`src/rtl/seg_lcd_pkg.sv`:
```
package seg_lcd_pkg;

    typedef enum logic [1:0] {
        LVL_GND = 2'b00,
        LVL_V0  = 2'b01,
        LVL_V2  = 2'b10,
        LVL_V3  = 2'b11
    } lvl_e;

    typedef struct packed {
        logic shift;
        logic latch;
    } strobe_t;

    function automatic lvl_e idle_level(input logic fr);
        return fr ? LVL_V2 : LVL_V3;
    endfunction

    function automatic lvl_e data_level(input logic bit_on, input logic fr);
        if (fr) return bit_on ? LVL_V0 : LVL_V2;
        return bit_on ? LVL_GND : LVL_V3;
    endfunction

endpackage

```
`src/rtl/seg_fall_det.sv`:
```
module seg_fall_det #(
    parameter int N = 2
) (
    input  logic         clk,
    input  logic         rst,
    input  logic [N-1:0] sig,
    output logic [N-1:0] fall
);
    logic [N-1:0] prev_q;

    always_ff @(posedge clk) begin
        if (rst) prev_q <= '0;
        else     prev_q <= sig;
    end

    for (genvar i = 0; i < N; i++) begin : g_ch
        assign fall[i] = prev_q[i] & ~sig[i];
    end
endmodule

```
`src/rtl/seg_capture.sv`:
```
module seg_capture
    import seg_lcd_pkg::*;
#(
    parameter int NUM_SEG = 120,
    parameter int BUS_W   = 4
) (
    input  logic               clk,
    input  logic               rst,
    input  strobe_t            stb,
    input  logic               par_mode,
    input  logic [BUS_W-1:0]   din,
    output logic [NUM_SEG-1:0] data_q
);
    localparam int PTR_W = $clog2(NUM_SEG + 1);
    localparam int SEL_W = (BUS_W > 1) ? $clog2(BUS_W) : 1;
    localparam logic [PTR_W:0] FULL_W = (PTR_W+1)'(NUM_SEG);
    localparam logic [PTR_W:0] STEP_P = (PTR_W+1)'(BUS_W);

    logic [PTR_W-1:0]   ptr_q;
    logic [NUM_SEG-1:0] data_d;
    logic [PTR_W:0]     ptr_sum;
    logic [PTR_W-1:0]   ptr_d;
    logic               room;
    logic               take;

    assign room = (ptr_q < PTR_W'(NUM_SEG));
    assign take = stb.shift & ~stb.latch & room;

    always_comb begin
        data_d = data_q;
        for (int k = 0; k < NUM_SEG; k++) begin
            int off;
            off = k - int'(ptr_q);
            if (par_mode) begin
                if (off >= 0 && off < BUS_W)
                    data_d[k] = din[SEL_W'(BUS_W - 1 - off)];
            end else if (off == 0) begin
                data_d[k] = din[0];
            end
        end
    end

    always_comb begin
        ptr_sum = {1'b0, ptr_q} + (par_mode ? STEP_P : (PTR_W+1)'(1));
        ptr_d   = (ptr_sum > FULL_W) ? PTR_W'(NUM_SEG) : ptr_sum[PTR_W-1:0];
    end

    always_ff @(posedge clk) begin
        if (rst) begin
            data_q <= '0;
            ptr_q  <= '0;
        end else if (stb.latch) begin
            ptr_q  <= '0;
        end else if (take) begin
            data_q <= data_d;
            ptr_q  <= ptr_d;
        end
    end

    AST_PTR_BOUND: assert property (@(posedge clk) disable iff (rst)
        ptr_q <= PTR_W'(NUM_SEG));
    AST_PTR_RESTART: assert property (@(posedge clk) disable iff (rst)
        stb.latch |=> ptr_q == '0);
    AST_FULL_FROZEN: assert property (@(posedge clk) disable iff (rst)
        (stb.shift && !stb.latch && ptr_q == PTR_W'(NUM_SEG)) |=> $stable(data_q));
    AST_SERIAL_STEP: assert property (@(posedge clk) disable iff (rst)
        (stb.shift && !stb.latch && !par_mode && ptr_q < PTR_W'(NUM_SEG))
        |=> ptr_q == $past(ptr_q) + PTR_W'(1));
endmodule

```
`src/rtl/seg_out_stage.sv`:
```
module seg_out_stage
    import seg_lcd_pkg::*;
#(
    parameter int NUM_SEG = 120
) (
    input  logic                 clk,
    input  logic                 rst,
    input  strobe_t              stb,
    input  logic                 drive_en,
    input  logic                 frame_inv,
    input  logic [NUM_SEG-1:0]   data_in,
    output logic [2*NUM_SEG-1:0] seg_lvl
);
    logic [NUM_SEG-1:0] line_q;
    logic               hold_q;

    always_ff @(posedge clk) begin
        if (rst) begin
            line_q <= '0;
            hold_q <= 1'b1;
        end else if (!drive_en) begin
            line_q <= '0;
            hold_q <= 1'b1;
        end else if (stb.latch) begin
            line_q <= data_in;
            hold_q <= 1'b0;
        end
    end

    for (genvar k = 0; k < NUM_SEG; k++) begin : g_lvl
        lvl_e lvl;
        always_comb begin
            if (!drive_en)   lvl = LVL_GND;
            else if (hold_q) lvl = idle_level(frame_inv);
            else             lvl = data_level(line_q[k], frame_inv);
        end
        assign seg_lvl[2*k +: 2] = lvl;
    end

    AST_RESET_NONSEL: assert property (@(posedge clk) disable iff (rst)
        $past(rst) |-> hold_q);
    AST_OFF_CLEARS: assert property (@(posedge clk) disable iff (rst)
        !drive_en |=> (line_q == '0 && hold_q));
    AST_RELEASE_HOLD: assert property (@(posedge clk) disable iff (rst)
        $rose(drive_en) |-> hold_q);
    AST_LATCH_COPY: assert property (@(posedge clk) disable iff (rst)
        (drive_en && stb.latch) |=> line_q == $past(data_in));
endmodule

```
`src/rtl/seg_lcd_core.sv`:
```
module seg_lcd_core
    import seg_lcd_pkg::*;
#(
    parameter int NUM_SEG = 120,
    parameter int BUS_W   = 4
) (
    input  logic                 clk,
    input  logic                 rst,
    input  logic                 shift_clk,
    input  logic                 line_pulse,
    input  logic                 par_mode,
    input  logic [BUS_W-1:0]     din,
    input  logic                 frame_inv,
    input  logic                 drive_en,
    output logic [2*NUM_SEG-1:0] seg_lvl
);
    logic [1:0]         fall;
    strobe_t            stb;
    logic [NUM_SEG-1:0] data_q;

    seg_fall_det #(.N(2)) i_fall (
        .clk  (clk),
        .rst  (rst),
        .sig  ({shift_clk, line_pulse}),
        .fall (fall)
    );

    assign stb.shift = fall[1];
    assign stb.latch = fall[0];

    seg_capture #(.NUM_SEG(NUM_SEG), .BUS_W(BUS_W)) i_cap (
        .clk      (clk),
        .rst      (rst),
        .stb      (stb),
        .par_mode (par_mode),
        .din      (din),
        .data_q   (data_q)
    );

    seg_out_stage #(.NUM_SEG(NUM_SEG)) i_out (
        .clk       (clk),
        .rst       (rst),
        .stb       (stb),
        .drive_en  (drive_en),
        .frame_inv (frame_inv),
        .data_in   (data_q),
        .seg_lvl   (seg_lvl)
    );

    AST_OFF_GROUND: assert property (@(posedge clk) disable iff (rst)
        !drive_en |-> seg_lvl == '0);
endmodule

```
`config.mk`:
```
export PLATFORM = sky130hd
export DESIGN_NAME = seg_lcd_core
export DESIGN_NICKNAME = d
export VERILOG_FILES = /design/src/rtl/seg_lcd_pkg.sv /design/src/rtl/seg_fall_det.sv /design/src/rtl/seg_capture.sv /design/src/rtl/seg_out_stage.sv /design/src/rtl/seg_lcd_core.sv
export SDC_FILE = /design/constraint.sdc
export NUM_CORES = 1
export LEC_CHECK = 0
export BUFFER_PORTS_ARGS = -buffer_cell sky130_fd_sc_hd__buf_2
export CORE_MARGIN = 2
export CORE_UTILIZATION = 60
export CTS_BUF_LIST = sky130_fd_sc_hd__clkbuf_16
export CTS_CLUSTER_DIAMETER = 30
export DETAILED_ROUTE_END_ITERATION = 12
export HOLD_SLACK_MARGIN = 0.03
export PLACE_DENSITY = 0.82
export SETUP_SLACK_MARGIN = 0.5
export SYNTH_ARGS = -nofsm -noshare
export SYNTH_HDL_FRONTEND = slang
export SYNTH_SLANG_ARGS = --single-unit
```
`constraint.sdc`:
```
create_clock -name clk -period 5.3 [get_ports clk]
set_clock_uncertainty 0.2 [all_clocks]
set_input_delay 0.53 -clock clk [delete_from_list [all_inputs] [get_ports clk]]
set_output_delay 0.53 -clock clk [all_outputs]
set_load 0.02 [all_outputs]
```
==> flow_summary.ini <==
[clock_network]
clock-root-buffer = clkbuf_16
numCtsBuffers = 49
cts_setup_buffers = 0
cts_max_path_buffers = 3
clkSinkCount = 250
cts-resized-gates = 0
clk_pin_slew_ns = 0.05
h-tree-depth = 2
clk-insertion-delay-late_ns = 0.56
cts_tree = done
ctsHoldBuffers = 0

[cells_and_area]
final_nets = 2888
final_cell_area_sq_um = 22930
seqCellArea_sq_um = 5014
antenna_cells = 0
stdcell_count = 3088
areaGrowthSynthToFinish_pct = 16.57
drive_above_1_share = 0.1659
multi_input_area_sq_um = 13340
final_cell_mix = nand2_1 (308), a21oi_1 (305), ha_1 (269)
fillers = 2576
final_common_cell = nand2_1

[global_route]
track_usage = 0.4078
grt_pass1_wl_um = 107900
grt_start_max_net_pins = 114
grt_pass1_vias = 18478
overflow = 0
grt_antenna_before_repair = 0

[critical_path]
critPathRequiredTime_ns = 5.51
crit_family = adder cells
startpoint = i_cap.ptr_q[3]$_SDFFE_PP0P_
path_buf_inv = 2
crit_fanout = 25
cp-end-kind = register
arrival_ns = 4.16
worstReg2RegStart = i_cap.ptr_q[3]$_SDFFE_PP0P_
max_stage_delay_ns = 1.02
worstPathCellList = inv_1, ha_1, nand3b_1, xnor2_1, nor4b_1, buf_4, o211ai_1, mux2i_1
critical_path_class = register to register
cp-start-kind = register
rrSetupSlack_ns = 1.35
cp_slowest_cell = ha_1

[route]
dr.first_iter.drc_count = 2334
num_vias = 19504
drtAntennaViolNets = 0
wl_um = 71830
drcViolationCount = 0
drt-pass1-iter-count = 6
routed_via_density = 6.316
wire_per_inst_um = 23.26

[timing]
fin_crit_sh = 0.7458
worst-slew-pin-transition_ns = 1.206
relSlewSlack = 0.1891
setup_tns_ns = 0
final-setup-viol-count = 0
finalHoldViolCount = 0
timing.fmax_ghz = 0.2530
rsz0062_at_grt = no
holdWs_ns = 0.04745
maxSlewViolCount = 0
post-route-min-period_ns = 3.953

[yosys]
synth_flop_cell = dfxtp_1
syn-cell-area_sq_um = 19670
syn_inst = 2460
synth_warnings = 0
ys_types = 81
ys_async_sr_fraction = 0
ys_ff_latch = 250
synth_edf_count = 0
syn-num-nets = 2740
yosysSeqAreaShare = 0.2544
syn_area_per_cell_sq_um = 7.998

[placement]
numPortBuffers = 250
dp_hpwl_um = 49810
dp_cells = 2999
dpl_cell_area_sq_um = 21160
place_congestion = 1.090

[worst_hold_path]
hp-class = primary input to register
min_from = shift_clk

[floorplan]
rows = 66
dieWidth_um = 185.1
ios = 251
initial_core_util = 0.6062
die_h_um = 185.1
die_area_sq_um = 34250
fp.coreArea_sq_um = 32450

[power]
p_leak_uw = 0.009012
power_uw = 5895
vdd_ir_drop_max_mv = 0.2934
p_per_area_nw_per_um2 = 257.0

[flow_run]
maxCapViolations = 0

[status]
run_status = complete, no violations
[where the power goes]
group | switching [uW] | leakage, uW | internal (uW)
sequential | 5.27 | 0.00202 | 1880
combinational | 471 | 0.00611 | 212
clock | 1100 | 0.000883 | 2220
total | 1580 | 0.00901 | 4320
[through the flow]
| stage | worst slack [ns] | util |
|---|---|---|
| 6_report | 1.347 | 0.7067 |
| 3_3_place_gp | 1.551 | 0.6519 |
| 4_1_cts | 1.495 | 0.7067 |
| 3_5_place_dp | 1.602 | 0.6519 |
| 5_1_grt | 1.244 | 0.7067 |
| 2_1_floorplan | 0.7678 | - |
[final timing paths]
path | endpoint | cells past startpoint
worst max-delay path | i_cap.data_q[32]$_SDFFE_PP0P_ | 8
worst min-delay path | i_fall.prev_q[1]$_SDFF_PP0_ | 2
worst max register to register | i_cap.data_q[32]$_SDFFE_PP0P_ | 8
worst min register to register | i_out.line_q[86]$_SDFFE_PP0P_ | 2
[final cells by class]
| cell class | count | area share |
|---|---|---|
| Clock buffer | 50 | 0.05456 |
| Clock inverter | 39 | 0.02302 |
| Inverter | 145 | 0.02390 |
| Multi-Input combinational cell | 1854 | 0.5815 |
| Sequential cell | 250 | 0.2186 |
| Tap cell | 442 | 0.02411 |
| Timing Repair Buffer | 308 | 0.07430 |
[cell families (layout without fill, tap and decap cells)]
family                     count (synthesis)  after routing  share of synthesized area
AOI/OAI and AO/OA                        621            621                     0.2020
xor gates and xnor gates                 101            101                    0.04496
adders and majority gates                269            269                     0.1711
buffers and inverters                    356            542                    0.07015
DFF                                      250            250                     0.2544
muxes                                    122            122                    0.06226
and+or+nand+nor                          741            741                     0.1951
[synth_stat cells, types with 4 or more instances]
library cell / number / area, sq um
o21ai_0: 60 / 300.3
mux2i_1: 119 / 1191
a31oi_1: 20 / 125.1
xor2_1: 4 / 35.03
nor4_1: 25 / 156.4
or4_1: 4 / 30.03
nand3b_1: 5 / 37.54
or3_1: 6 / 37.54
a21oi_1: 305 / 1526
a32o_1: 4 / 40.04
o31ai_1: 8 / 60.06
nand2_1: 308 / 1156
o31a_1: 121 / 1060
a21boi_0: 5 / 37.54
nor4b_1: 13 / 113.9
o21a_1: 4 / 30.03
nand4_1: 24 / 150.1
nor2_1: 71 / 266.5
a21o_1: 9 / 67.56
nand2b_1: 124 / 775.7
and2_1: 10 / 62.56
nand3_1: 32 / 160.2
nor2b_1: 27 / 168.9
nor3_1: 31 / 155.2
o211ai_1: 12 / 90.09
and3_1: 7 / 43.79
buf_1: 22 / 82.58
a211oi_1: 12 / 90.09
xnor2_1: 97 / 849.6
or2_2: 4 / 25.02
nand4b_1: 11 / 96.34
a2111oi_0: 7 / 61.31
a22oi_1: 5 / 37.54
or3b_2: 4 / 35.03
buf_2: 23 / 115.1
nor3b_1: 7 / 52.55
clkbuf_1: 164 / 615.6
a21bo_2: 4 / 40.04
o2111ai_1: 10 / 87.58
dfxtp_1: 250 / 5005
and4bb_2: 5 / 62.56
inv_1: 142 / 533.0
ha_1: 269 / 3366
o22ai_1: 5 / 31.28
[per-layer routing]
layer  track usage  vias up  part of all wire  wire (um)
met5             0        -                 0          0
met4        0.2073        0             0.056       3987
met3       0.07983      222             0.090       6470
met2        0.6512     1038              0.44      31930
met1        0.5237     9379              0.41      29440
li1              -     8865                 -          -
[registers in the layout, summed over array words and instances (netlist names)]
| signal | flops |
|---|---|
| i_fall.prev_q | 2 |
| i_cap.data_q | 120 |
| i_out.hold_q | 1 |
| i_out.line_q | 120 |
| i_cap.ptr_q | 7 |
No activity file was read; power rests on OpenSTA's default activity.
